`config.mk`:
```
export PLATFORM = sky130hd
export DESIGN_NAME = sft_tx
export DESIGN_NICKNAME = d
export VERILOG_FILES = /design/src/rtl/sft_pkg.sv /design/src/rtl/sft_step_gen.sv /design/src/rtl/sft_frame_seq.sv /design/src/rtl/sft_tx.sv
export SDC_FILE = /design/constraint.sdc
export NUM_CORES = 1
export LEC_CHECK = 0
export BUFFER_PORTS_ARGS = -buffer_cell sky130_fd_sc_hd__buf_2
export CELL_PAD_IN_SITES_DETAIL_PLACEMENT = 0
export CELL_PAD_IN_SITES_GLOBAL_PLACEMENT = 1
export CORE_MARGIN = 2
export CORE_UTILIZATION = 43
export DETAILED_ROUTE_END_ITERATION = 10
export GPL_ROUTABILITY_DRIVEN = 0
export PLACE_DENSITY_LB_ADDON = 0.1
export SYNTH_ARGS = -nofsm -noshare
export SYNTH_HDL_FRONTEND = slang
export SYNTH_HIERARCHICAL = 1
export SYNTH_SLANG_ARGS = --single-unit
```
`constraint.sdc`:
```
create_clock -name clk -period 3.2 [get_ports clk]
set_input_delay 0.32 -clock clk [delete_from_list [all_inputs] [get_ports clk]]
set_output_delay 0.32 -clock clk [all_outputs]
set_load 0.05 [all_outputs]
```
`src/rtl/sft_pkg.sv`:
```
package sft_pkg;

    localparam int DATA_W = 9;
    localparam int CNT_W  = $clog2(DATA_W + 1);

    typedef enum logic [2:0] {
        ST_IDLE,
        ST_ARM,
        ST_START,
        ST_DATA,
        ST_PAR,
        ST_STOP
    } tx_state_e;

    typedef struct packed {
        logic       sync;
        logic       pol;
        logic [1:0] par;
        logic       two_stop;
        logic [2:0] size;
    } frame_cfg_t;

    // Data bit count for a size code; reserved codes fall back to 8.
    function automatic logic [CNT_W-1:0] data_bits(input logic [2:0] code);
        logic [CNT_W-1:0] n;
        case (code)
            3'b000:  n = CNT_W'(5);
            3'b001:  n = CNT_W'(6);
            3'b010:  n = CNT_W'(7);
            3'b011:  n = CNT_W'(8);
            3'b111:  n = CNT_W'(9);
            default: n = CNT_W'(8);
        endcase
        return n;
    endfunction

    function automatic logic [DATA_W-1:0] size_mask(input logic [2:0] code);
        logic [DATA_W-1:0] m;
        logic [CNT_W-1:0]  n;
        n = data_bits(code);
        for (int i = 0; i < DATA_W; i++) begin
            m[i] = (i < int'(n));
        end
        return m;
    endfunction

    // Only the upper parity code bit enables a parity bit; 01 is treated as off.
    function automatic logic parity_on(input logic [1:0] par);
        return par[1];
    endfunction

    function automatic logic parity_bit(input logic [DATA_W-1:0] d, input frame_cfg_t c);
        return (^(d & size_mask(c.size))) ^ c.par[0];
    endfunction

endpackage

```
`src/rtl/sft_step_gen.sv`:
```
module sft_step_gen (
    input  logic clk,
    input  logic sync_mode,
    input  logic edge_pol,
    input  logic sclk,
    input  logic baud_tick,
    output logic step
);
    logic sclk_prev;
    logic rise;
    logic fall;

    always_ff @(posedge clk) begin
        sclk_prev <= sclk;
    end

    assign rise = sclk & ~sclk_prev;
    assign fall = ~sclk & sclk_prev;

    always_comb begin
        if (sync_mode) begin
            step = edge_pol ? fall : rise;
        end else begin
            step = baud_tick;
        end
    end
endmodule

```
`src/rtl/sft_frame_seq.sv`:
```
module sft_frame_seq
    import sft_pkg::*;
(
    input  logic              clk,
    input  logic              rst,
    input  logic              step,
    input  logic              in_valid,
    input  logic [DATA_W-1:0] in_data,
    input  frame_cfg_t        cfg_in,
    output logic              in_ready,
    output logic              txd,
    output frame_cfg_t        held
);
    tx_state_e         st;
    logic [DATA_W-1:0] sh;
    logic [CNT_W-1:0]  cnt;
    logic              stop_left;
    logic              par_q;
    logic              txd_q;

    assign in_ready = (st == ST_IDLE);
    assign txd      = txd_q;

    always_ff @(posedge clk) begin
        if (rst) begin
            st        <= ST_IDLE;
            txd_q     <= 1'b1;
            held      <= '0;
            sh        <= '0;
            cnt       <= '0;
            stop_left <= 1'b0;
            par_q     <= 1'b0;
        end else begin
            case (st)
                ST_IDLE: begin
                    if (in_valid) begin
                        held  <= cfg_in;
                        sh    <= in_data;
                        par_q <= parity_bit(in_data, cfg_in);
                        st    <= ST_ARM;
                    end
                end
                ST_ARM: begin
                    if (step) begin
                        txd_q <= 1'b0;
                        st    <= ST_START;
                    end
                end
                ST_START: begin
                    if (step) begin
                        txd_q <= sh[0];
                        sh    <= sh >> 1;
                        cnt   <= data_bits(held.size) - CNT_W'(1);
                        st    <= ST_DATA;
                    end
                end
                ST_DATA: begin
                    if (step) begin
                        if (cnt == '0) begin
                            if (parity_on(held.par)) begin
                                txd_q <= par_q;
                                st    <= ST_PAR;
                            end else begin
                                txd_q     <= 1'b1;
                                stop_left <= held.two_stop;
                                st        <= ST_STOP;
                            end
                        end else begin
                            txd_q <= sh[0];
                            sh    <= sh >> 1;
                            cnt   <= cnt - CNT_W'(1);
                        end
                    end
                end
                ST_PAR: begin
                    if (step) begin
                        txd_q     <= 1'b1;
                        stop_left <= held.two_stop;
                        st        <= ST_STOP;
                    end
                end
                ST_STOP: begin
                    if (step) begin
                        if (stop_left) begin
                            stop_left <= 1'b0;
                        end else begin
                            st <= ST_IDLE;
                        end
                    end
                end
                default: st <= ST_IDLE;
            endcase
        end
    end

    // captured configuration stays fixed while a frame is in flight
    assert_cfg_hold_R8: assert property (@(posedge clk) disable iff (rst)
        (!in_ready && $past(!in_ready)) |-> $stable(held));

    // data counter never exceeds the largest frame size
    assert_cnt_range_R6: assert property (@(posedge clk) disable iff (rst)
        (st == ST_DATA) |-> (cnt < CNT_W'(DATA_W)));
endmodule

```
`src/rtl/sft_tx.sv`:
```
module sft_tx
    import sft_pkg::*;
(
    input  logic              clk,
    input  logic              rst,
    input  logic              cfg_sync,
    input  logic              cfg_edge_pol,
    input  logic [1:0]        cfg_parity,
    input  logic              cfg_two_stop,
    input  logic [2:0]        cfg_size,
    input  logic              in_valid,
    output logic              in_ready,
    input  logic [DATA_W-1:0] in_data,
    input  logic              baud_tick,
    input  logic              sclk,
    output logic              txd
);
    frame_cfg_t cfg_live;
    frame_cfg_t held;
    logic       step;

    always_comb begin
        cfg_live.sync     = cfg_sync;
        cfg_live.pol      = cfg_edge_pol;
        cfg_live.par      = cfg_parity;
        cfg_live.two_stop = cfg_two_stop;
        cfg_live.size     = cfg_size;
    end

    sft_step_gen u_step (
        .clk       (clk),
        .sync_mode (held.sync),
        .edge_pol  (held.pol),
        .sclk      (sclk),
        .baud_tick (baud_tick),
        .step      (step)
    );

    sft_frame_seq u_seq (
        .clk      (clk),
        .rst      (rst),
        .step     (step),
        .in_valid (in_valid),
        .in_data  (in_data),
        .cfg_in   (cfg_live),
        .in_ready (in_ready),
        .txd      (txd),
        .held     (held)
    );

    // an idle block keeps the line high
    assert_idle_high_R1: assert property (@(posedge clk) disable iff (rst)
        in_ready |-> txd);

    // the output moves only after a step
    assert_change_on_step_R2: assert property (@(posedge clk) disable iff (rst)
        !$stable(txd) |-> $past(step));

    // a frame always closes on a high stop level
    assert_stop_end_R3: assert property (@(posedge clk) disable iff (rst)
        $rose(in_ready) |-> $past(txd));

    // rising-edge timing in synchronous mode with polarity 0
    assert_rise_edge_R10: assert property (@(posedge clk) disable iff (rst)
        (held.sync && !held.pol && !$stable(txd)) |-> ($past(sclk) && !$past(sclk, 2)));

    // falling-edge timing in synchronous mode with polarity 1
    assert_fall_edge_R10: assert property (@(posedge clk) disable iff (rst)
        (held.sync && held.pol && !$stable(txd)) |-> (!$past(sclk) && $past(sclk, 2)));
endmodule

```
; ---- Word-level counts from Yosys, hierarchy flattened
; Cells that the tools add are included.
[word_totals]
ff_bits = 28
input_bits = 22
output_inout_bits = 2
wordCells = 106
[op_classes]
n_addsub = 2
n_lt_le_gt_ge = 9
eq_ne = 21
muxes = 41
bitwise = 6
reduce_logical = 15
[ops]
columns = op, n
row1 = 4-bit two-way mux, 9
row2 = 9-bit two-way mux, 4
row3 = 4-bit one-hot mux with 4 select lines, 2
row4 = 9-bit one-hot mux with 3 select lines, 1
row5 = 3-bit two-way mux, 8
row6 = "2-bit inequality test, second input constant", 9
row7 = 3-bit one-hot mux with 6 select lines, 1
row8 = "3-bit by 4-bit less-than comparator with 1-bit output, first input constant", 4
row9 = 1-bit two-way mux, 13
row10 = "3-bit by 2-bit equality test with 1-bit output, second input constant", 4
row11 = "3-bit equality test, second input constant", 4
row12 = 5-bit AND reduction, 2
row13 = 9-bit AND, 1
row14 = "3-bit by 1-bit equality test with 1-bit output, second input constant", 3
row15 = 3-bit logical NOT, 3
row16 = 9-bit XOR reduction, 1
row17 = "1-bit by 4-bit less-than comparator with 1-bit output, first input constant", 2
row18 = "2-bit by 4-bit less-than comparator with 1-bit output, first input constant", 2
row19 = 4-bit one-hot mux with 2 select lines, 1
row20 = 8-bit AND reduction, 1
row21 = "4-bit by 1-bit subtractor with 4-bit output, second input constant", 2
row22 = 6-bit AND reduction, 1
row23 = 3-bit nonzero test, 2
row24 = 4-bit logical NOT, 1
row25 = other kinds (11), 13

; ---- Depth between registers and ports, before layout
; Gate-level depths: netlist of run 1.
[logic_depth]
depth_word = 10
depth_mapped = 8
mapped_depth_nobuf = 7

; ---- By module
; The synthesis of run 1 kept the hierarchy.
[by_module_without_submodules]
columns = module, n_inst, cells_per_inst, area_per_inst_um2, seq_area_each_um2
row1 = sft_frame_seq, 1, 179, 1586.5, 540.5
row2 = sft_step_gen, 1, 5, 46.3, 20.0

; ---- Worst setup path before layout of run 1
; Ideal clock, no wire load.
[synth_timing]
path_kind = reg-to-reg
start = reg u_seq.st[2]
end = reg u_seq/held[0] (netlist name)
setup_ns = 0.134
arrival_time_ns = 2.182
t_required_ns = 3.066
slack_ns = 0.884
stages_incl_launch_ff = 6
n_path_buf = 1
period_less_slack_ns = 2.316
path_cell_list = dfxtp_1 buf_2 nor3_1 nand2_1 nand2_1 a21oi_1
[synth_between]
elab_chain_cells = 2
[synth_rtl]
columns = item, line_no
row1 = start: declaration, sft_frame_seq.sv:14  ; tx_state_e st;
row2 = start signal: assignment, sft_frame_seq.sv:26  ; st <= ST_IDLE;
row3 = start signal: assignment, sft_frame_seq.sv:40  ; st <= ST_ARM;
row4 = start signal: assignment, sft_frame_seq.sv:46  ; st <= ST_START;
row5 = 3-bit logical NOT, --
row6 = net in_ready, sft_tx.sv:12  ; output logic in_ready,
row7 = 2-bit AND reduction (no line), --
; The timed path passes the listed nets, and every way through them passes these cells.
; A chain may end at the register's enable or synchronous reset.

; ---- Worst setup path in the final report of run 1
[layout_timing]
start = reg u_seq/held[6] (netlist name)
end = reg u_seq.sh[7]
[layout_between]
elab_chain_cells = 4
word_cells_on_any_way = 5
classes_between = 2 x eq/ne / 2 x mux / 1 x reduce/logical
[layout_rtl]
columns = item, line_no
row1 = 1-bit two-way mux (*), sft_step_gen.sv:22  ; step = edge_pol ? fall : rise;
row2 = 1-bit two-way mux (*), sft_step_gen.sv:21  ; if (sync_mode) begin
row3 = net step, sft_tx.sv:20  ; logic step;
row4 = 2-bit inequality test (no line), --
row5 = 5-bit AND reduction (no line) (*), --
row6 = end signal: assignment, sft_frame_seq.sv:38  ; sh <= in_data;
row7 = end signal: assignment, sft_frame_seq.sv:52  ; sh <= sh >> 1;
row8 = end signal: assignment, sft_frame_seq.sv:70  ; sh <= sh >> 1;
row9 = end: declaration, sft_frame_seq.sv:15  ; logic [DATA_W-1:0] sh;
; Mark *: on every way through the listed nets, which the timed path passes. The rest lies on a longest branch.

==> impl_metrics.env, run 1 <==
export IMPL_p_per_area_nw_per_um2=487
export IMPL_cts_tree="yes"
export IMPL_crit_required_ns=3.38
export IMPL_num_fill_cells=345
export IMPL_dieWidth_um=65.0
export IMPL_period_needed_ns=2.28
export IMPL_final_common_cell="dfxtp_1"
export IMPL_worstPathCellList="or3b_1, a31oi_1, buf_4, nand2_1, o22ai_2, a21oi_1, a311oi_2"
export IMPL_fin_setup_tns_ns=0
export IMPL_dp_hpwl_mm=2.44
export IMPL_cts_resized=0
export IMPL_clock_sinks=27
export IMPL_design_core_area_um2=3610
export IMPL_worst_pin_slew_ns=0.740
export IMPL_max_stage_delay_ns=0.54
export IMPL_route_detailed_drc=0
export IMPL_crit_slowest_cell="o22ai_2"
export IMPL_final_max_slew_viol_count=0
export IMPL_hold_viol=0
export IMPL_drv_cap=0
export IMPL_cts_setup_buffers=0
export IMPL_htree_levels=1
export IMPL_antennaDiodeCount=0
export IMPL_vias=1366
export IMPL_yosysWarnings=6
export IMPL_final_layout_size_suffix_gt1_share_pct=25.5
export IMPL_wirelength_mm=3.34
export IMPL_crit_path_end_kind="flip-flop"
export IMPL_finalClockSkew_ns=0.00312
export IMPL_critPathKind="reg2reg"
export IMPL_grt_max_degree=27
export IMPL_critical_path_top_delay_family="compound AO/OA/AOI/OAI gates"
export IMPL_clk_pin_slew_worst_paths_ns=0.09
export IMPL_grt_pass1_wl_mm=5.82
export IMPL_post_drt_wl_per_cell_um=13.7
export IMPL_period_share_pct=71.1
export IMPL_cp_max_fo=14
export IMPL_ir_drop_mv=0.309
export IMPL_dpl_cell_area_um2=1730
export IMPL_final_cell_mix="dfxtp_1 (27), a21oi_1 (26), buf_2 (23)"
export IMPL_synth_area_um2=1600
export IMPL_rsz0062_at_grt="no"
export IMPL_setup_viol=0
export IMPL_critical_path_startpoint="u_seq/held[6]"
export IMPL_fp_row_count=22
export IMPL_postSynthCellCount=180
export IMPL_num_nets_final=220
export IMPL_fp_dieH_um=65.0
export IMPL_clock_path_buffers=2
export IMPL_max_slew_margin_pct=50.6
export IMPL_syn_avg_cell_area_um2=8.89
export IMPL_viasPerCell=5.60
export IMPL_antenna_found_initial=0
export IMPL_startpoint_type="flip-flop"
export IMPL_drt_pass1_iter_count=4
export IMPL_initialDrtViolationCount=115
export IMPL_grt_pass1_vias=1285
export IMPL_hold_start="sclk"
export IMPL_ios=24
export IMPL_path_buf_inv=1
export IMPL_dieArea_um2=4230
export IMPL_grt_usage_pct=17.3
export IMPL_design_area_um2=1780
export IMPL_cts_buffers=3
export IMPL_portBuffers=23
export IMPL_root_buffer="clkbuf_8"
export IMPL_arrival_ns=2.46
export IMPL_syn_to_final_growth_pct=11.1
export IMPL_r2r_start="u_seq/held[6]"
export IMPL_hold_buffers=0
export IMPL_grt_overflow=0
export IMPL_insertion_delay_ns=0.27
export IMPL_run_status="finished, final reports clean"
export IMPL_min_delay_path_class="in2reg"
export IMPL_start_util_pct=44.4
export IMPL_fmax_ghz=0.439
export IMPL_ant_nets=0
export IMPL_p_leak_nw=0.661
export IMPL_synth_nets=203
==> through the flow <==
step	total power [mW]	std cells	setup slack, ns	hold WS (ns)	utilization (%)
5_1_grt	0.925	244	0.768	0.156	49.3
2_1_floorplan	0.619	180	0.914	0.348	-
3_3_place_gp	0.673	240	0.959	0.439	48.0
4_1_cts	0.875	244	0.920	0.163	49.3
3_5_place_dp	0.681	240	0.864	0.448	48.0
6_report	0.865	244	0.924	0.171	49.3
==> state kept, by name (all words and copies together) (netlist names) <==
signal and flops:
u_seq/cnt 4, u_seq/txd 1, u_seq/stop_left 1, u_step/sclk_prev 1
u_seq/sh 9, u_seq/par_q 1, u_seq/st 3, u_seq/held 7
==> where the power goes <==
part | internal [mW] | switching [mW]
Clock | 0.0872 | 0.106
Sequential | 0.371 | 0.0384
Combinational | 0.116 | 0.146
==> final timing paths <==
| kind | to | slack [ns] | depth (start not counted) |
|---|---|---|---|
| setup reg to reg | u_seq/sh[7] | 0.92 | 7 |
| hold reg to reg | u_seq/held[6] | 0.48 | 2 |
| hold / removal | u_step/sclk_prev | 0.17 | 1 |
| setup / recovery | u_seq/sh[7] | 0.92 | 7 |
==> cell type report <==
| type | count | area, um^2 | area share (%) |
|---|---|---|---|
| multi-input cells | 136 | 982 | 55.2 |
| flip-flops and latches | 27 | 541 | 30.4 |
| repair buffers | 26 | 138 | 7.74 |
| well taps | 48 | 60.1 | 3.38 |
| clock buffers | 3 | 41.3 | 2.32 |
| inverters | 3 | 11.3 | 0.633 |
| clock inverters | 1 | 5.00 | 0.281 |
==> per-layer routing <==
metal	wire length, um	track usage [%]	vias up
met2	1600	29.6	23
met5	0	0	-
met1	1590	22.4	637
met3	111	2.08	4
li1	-	-	702
met4	33	6.12	0
No activity file was read; power rests on OpenSTA's default activity.
==> run 2, diff against run 1 <==
CORE_UTILIZATION = 38   (was 43)
clock period = 1.85 ns   (was 3.2 ns; I/O delays follow)
==> impl_metrics.env, run 2 (synthesis results as in run 1) <==
export IMPL_run_status="complete, but fails checks"
export IMPL_failed_checks="setup timing"
export IMPL_clock_sinks=27
export IMPL_startpoint_type="flip-flop"
export IMPL_cp_max_fo=6
export IMPL_grt_usage_pct=17.4
export IMPL_critical_path_startpoint="u_step/sclk_prev"
export IMPL_dp_hpwl_mm=2.73
export IMPL_largest_register_ffs=9
export IMPL_top_register="u_seq/sh"
export IMPL_final_cells=260
export IMPL_cts_tree="yes"
export IMPL_multi_input_area_um2=1030
export IMPL_fmax_ghz=0.529
export IMPL_rr_worst_depth=7
export IMPL_min_delay_path_class="in2reg"
export IMPL_path_common_cell="or3b_1"
export IMPL_clock_path_buffers=2
export IMPL_syn_to_final_growth_pct=22.0
export IMPL_max_slew_margin_pct=61.8
export IMPL_worst_pin_slew_ns=0.573
export IMPL_portBuffers=23
export IMPL_dp_cells=254
export IMPL_fp_dieH_um=68.9
export IMPL_setup_ws_ns=-0.0387
export IMPL_dieArea_um2=4750
export IMPL_worstHoldEndpoint="u_step/sclk_prev"
export IMPL_setup_viol=1
export IMPL_r2r_start="u_step/sclk_prev"
export IMPL_final_common_cell="dfxtp_1"
export IMPL_antenna_found_initial=0
export IMPL_rsz0062_at_grt="yes"
export IMPL_wirelength_mm=3.64
export IMPL_reg2reg_to="u_seq/cnt[2]"
export IMPL_top_regs="u_seq/sh (9), u_seq/held (7), u_seq/cnt (4)"
export IMPL_fp_row_count=23
export IMPL_antennaDiodeCount=0
export IMPL_grt_max_degree=27
export IMPL_drv_cap=0
export IMPL_period_share_pct=102
export IMPL_reg2reg_slack_ns=-0.04
export IMPL_crit_path_end_kind="flip-flop"
export IMPL_start_util_pct=39.7
export IMPL_num_nets_final=234
export IMPL_grt_pass1_wl_mm=6.15
export IMPL_viasPerCell=5.46
export IMPL_path_buf_inv=1
export IMPL_grt_pass1_vias=1289
export IMPL_ios=24
export IMPL_finalClockSkew_ns=0.00837
export IMPL_drt_pass1_iter_count=4
export IMPL_worstPathCellList="or3b_1, a31oi_2, buf_6, nand3b_2, a21oi_2, or3b_1, a31oi_1"
export IMPL_design_area_um2=1950
export IMPL_clk_pin_slew_worst_paths_ns=0.11
export IMPL_max_stage_delay_ns=0.38
export IMPL_hold_buffers=0
export IMPL_critical_path_top_delay_family="simple AND/OR/NAND/NOR gates"
export IMPL_arrival_ns=2.09
export IMPL_crit_slowest_cell="or3b_1"
export IMPL_p_leak_nw=0.748
export IMPL_num_fill_cells=400
export IMPL_critPathKind="reg2reg"
export IMPL_p_per_area_nw_per_um2=831
export IMPL_post_drt_wl_per_cell_um=14.0
export IMPL_period_needed_ns=1.89
export IMPL_seqCellArea_um2=541
export IMPL_grt_overflow=0
export IMPL_dieWidth_um=68.9
export IMPL_final_layout_size_suffix_gt1_share_pct=33.3
export IMPL_hold_start="sclk"
export IMPL_root_buffer="clkbuf_8"
export IMPL_route_detailed_drc=0
export IMPL_final_max_slew_viol_count=0
export IMPL_ir_drop_mv=0.541
export IMPL_hold_viol=0
export IMPL_htree_levels=1
export IMPL_ant_nets=0
export IMPL_crit_required_ns=2.05
export IMPL_cts_buffers=3
export IMPL_vias=1419
export IMPL_min_path_cells=1
export IMPL_final_cell_mix="dfxtp_1 (27), a21oi_1 (24), buf_2 (23)"
export IMPL_insertion_delay_ns=0.28
export IMPL_design_core_area_um2=4030
export IMPL_initialDrtViolationCount=80
export IMPL_dpl_cell_area_um2=1880
run 2: cell count changes in the layout (fill, tap and decap cells not counted), sizes merged:
cell	delta
buf	+14
clkinv	-1
inv	+1
run 2: timing repair:
| item | CTS | global route |
|---|---|---|
| buffers inserted | 2 | 0 |
| setup endpoints to repair | 7 | 11 |
| gates cloned | 0 | 0 |
| pin swaps | 0 | 2 |
| hold endpoints to repair | 0 | 0 |
| resized for setup | 2 | 0 |
run 2: stage by stage:
step                      hold WS, ns  power [mW]  TNS, ns  worst slack [ns]  util [%]
after global routing          0.00447        1.71   -0.721            -0.110      48.4
after global placement          0.314        1.25        0            0.0338      46.7
final                          0.0199        1.62  -0.0387           -0.0387      48.4
after floorplan                 0.213        1.10        0            0.0132         -
after CTS                      0.0141        1.64  -0.0399           -0.0390      48.4
after detailed placement        0.316        1.26  -0.0278           -0.0188      46.7
run 2: worst max-delay path by stage:
stage | cells after the start | slack (ns) | endpoint
2_1_floorplan | 8 | 0.01 | u_seq/sh[5]
3_3_place_gp | 7 | 0.03 | u_seq/cnt[2]
3_5_place_dp | 7 | -0.02 | u_seq/cnt[2]
4_1_cts | 7 | -0.04 | u_seq/cnt[2]
5_1_grt | 7 | -0.11 | u_seq/cnt[2]
6_report | 7 | -0.04 | u_seq/cnt[2]
run 2: routing by layer:
metal / global-route usage [%] / wire length [um] / up-vias
met4: 3.68 / 24 / 0
met3: 4.06 / 110 / 2
met1: 22.0 / 1690 / 661
met2: 29.9 / 1810 / 24
li1: - / - / 732
met5: 0 / 0 / -
run 2: area by class of cell:
cell class | instances | area share [%]
multi-input cells | 136 | 52.7
flip-flops and latches | 27 | 27.7
repair buffers | 40 | 13.3
well taps | 50 | 3.21
clock buffers | 3 | 2.12
inverters | 3 | 0.577
clock inverters | 1 | 0.449
run 2: where the power goes:
part | switching [mW] | internal, mW
Clock | 0.204 | 0.158
Sequential | 0.0452 | 0.642
Combinational | 0.306 | 0.265
==> run 3, diff against run 2 <==
CTS_BUF_LIST = sky130_fd_sc_hd__clkbuf_16   (was unset)
==> impl_metrics.env, run 3 (synthesis results as in run 1) <==
export IMPL_insertion_delay_ns=0.26
export IMPL_min_delay_path_class="in2reg"
export IMPL_period_share_pct=101
export IMPL_final_layout_size_suffix_gt1_share_pct=33.3
export IMPL_dieWidth_um=68.9
export IMPL_drv_cap=0
export IMPL_final_cells=260
export IMPL_root_buffer="clkbuf_16"
export IMPL_fmax_ghz=0.535
export IMPL_seqCellArea_um2=541
export IMPL_viasPerCell=5.41
export IMPL_failed_checks="setup timing"
export IMPL_path_buf_inv=1
export IMPL_top_regs="u_seq/sh (9), u_seq/held (7), u_seq/cnt (4)"
export IMPL_worstPathCellList="or3b_1, a31oi_2, buf_6, nand3b_4, a21oi_2, or3b_1, a31oi_1"
export IMPL_period_needed_ns=1.87
export IMPL_arrival_ns=2.05
export IMPL_dp_hpwl_mm=2.73
export IMPL_final_common_cell="dfxtp_1"
export IMPL_grt_usage_pct=17.5
export IMPL_grt_pass1_vias=1289
export IMPL_portBuffers=23
export IMPL_multi_input_area_um2=1040
export IMPL_fp_row_count=23
export IMPL_p_leak_nw=0.779
export IMPL_max_slew_margin_pct=62.2
export IMPL_crit_slowest_cell="or3b_1"
export IMPL_crit_required_ns=2.04
export IMPL_drt_pass1_iter_count=4
export IMPL_cts_buffers=3
export IMPL_critPathKind="reg2reg"
export IMPL_ir_drop_mv=0.515
export IMPL_clock_sinks=27
export IMPL_setup_viol=1
export IMPL_run_status="complete, but fails checks"
export IMPL_final_max_slew_viol_count=0
export IMPL_ios=24
export IMPL_setup_ws_ns=-0.0175
export IMPL_path_common_cell="or3b_1"
export IMPL_clock_path_buffers=2
export IMPL_largest_register_ffs=9
export IMPL_ant_nets=0
export IMPL_vias=1407
export IMPL_wirelength_mm=3.68
export IMPL_worst_pin_slew_ns=0.567
export IMPL_critical_path_top_delay_family="simple AND/OR/NAND/NOR gates"
export IMPL_fin_setup_tns_ns=-0.0175
export IMPL_hold_buffers=0
export IMPL_num_nets_final=234
export IMPL_finalClockSkew_ns=0.00493
export IMPL_grt_pass1_wl_mm=6.19
export IMPL_final_cell_mix="dfxtp_1 (27), a21oi_1 (24), buf_2 (23)"
export IMPL_dieArea_um2=4750
export IMPL_hold_viol=0
export IMPL_clk_pin_slew_worst_paths_ns=0.07
export IMPL_start_util_pct=39.7
export IMPL_dp_cells=254
export IMPL_max_stage_delay_ns=0.38
export IMPL_grt_overflow=0
export IMPL_top_register="u_seq/sh"
export IMPL_syn_to_final_growth_pct=24.6
export IMPL_cts_tree="yes"
export IMPL_rsz0062_at_grt="yes"
export IMPL_cp_max_fo=6
export IMPL_route_detailed_drc=0
export IMPL_p_per_area_nw_per_um2=892
export IMPL_post_drt_wl_per_cell_um=14.1
export IMPL_antennaDiodeCount=0
export IMPL_fin_total_pwr_mw=1.78
export IMPL_antenna_found_initial=0
export IMPL_fp_dieH_um=68.9
export IMPL_crit_path_end_kind="flip-flop"
export IMPL_num_fill_cells=397
export IMPL_grt_max_degree=27
export IMPL_htree_levels=1
export IMPL_startpoint_type="flip-flop"
export IMPL_design_core_area_um2=4030
export IMPL_initialDrtViolationCount=77
-- run 3: cell counts in the layout (fill, tap and decap cells not counted) --
Identical to the previous run, type by type.
-- run 3: stage by stage --
stage | util [%] | cell area, um^2 | setup WS [ns] | hold WS, ns
floorplan | - | 1660 | 0.0132 | 0.213
global placement | 46.7 | 1880 | 0.0338 | 0.314
detailed placement | 46.7 | 1880 | -0.0188 | 0.316
CTS | 49.5 | 1990 | -0.0186 | 0.0362
global route | 49.5 | 1990 | -0.0982 | 0.0328
finish | 49.5 | 1990 | -0.0175 | 0.0393
-- run 3: worst reg2reg max path, cell delays in order (launching register included) --
cell	delay [ns]
dfxtp_1	0.31
or3b_1	0.38
a31oi_2	0.19
buf_6	0.16
nand3b_4	0.09
a21oi_2	0.13
or3b_1	0.35
a31oi_1	0.17
-- run 3: timing repair --
item	CTS	global route
gates resized for setup	3	0
pin swaps	0	1
endpoints found under the setup margin	5	10
buffers inserted	2	0
-- run 3: cell type report --
cell class | instances | area share [%]
multi-input cells | 136 | 52.0
flip-flops and latches | 27 | 27.1
repair buffers | 40 | 13.0
clock buffers | 3 | 3.76
well taps | 50 | 3.14
inverters | 3 | 0.565
clock inverters | 1 | 0.439
-- run 3: worst paths after layout --
kind         slack (ns)              from  cells past startpoint               end
max               -0.02  u_step/sclk_prev                      7      u_seq/cnt[2]
min                0.04              sclk                      1  u_step/sclk_prev
max reg2reg       -0.02  u_step/sclk_prev                      7      u_seq/cnt[2]
min reg2reg        0.47     u_seq/held[6]                      2     u_seq/held[6]
-- run 3: layer usage --
layer / track usage (%) / part of all wire, % / vias to the layer above
li1: - / - / 730
met1: 22.3 / 46 / 653
met2: 30.0 / 51 / 24
met3: 4.06 / 3.2 / 0
met4: 3.68 / 0 / 0
met5: 0 / 0 / -
-- run 3: power by group --
| part | switching, mW | total, mW | internal (mW) | leakage [nW] |
|---|---|---|---|---|
| clock network | 0.219 | 0.518 | 0.299 | 0.0415 |
| registers | 0.0446 | 0.687 | 0.642 | 0.222 |
| logic | 0.308 | 0.574 | 0.266 | 0.516 |
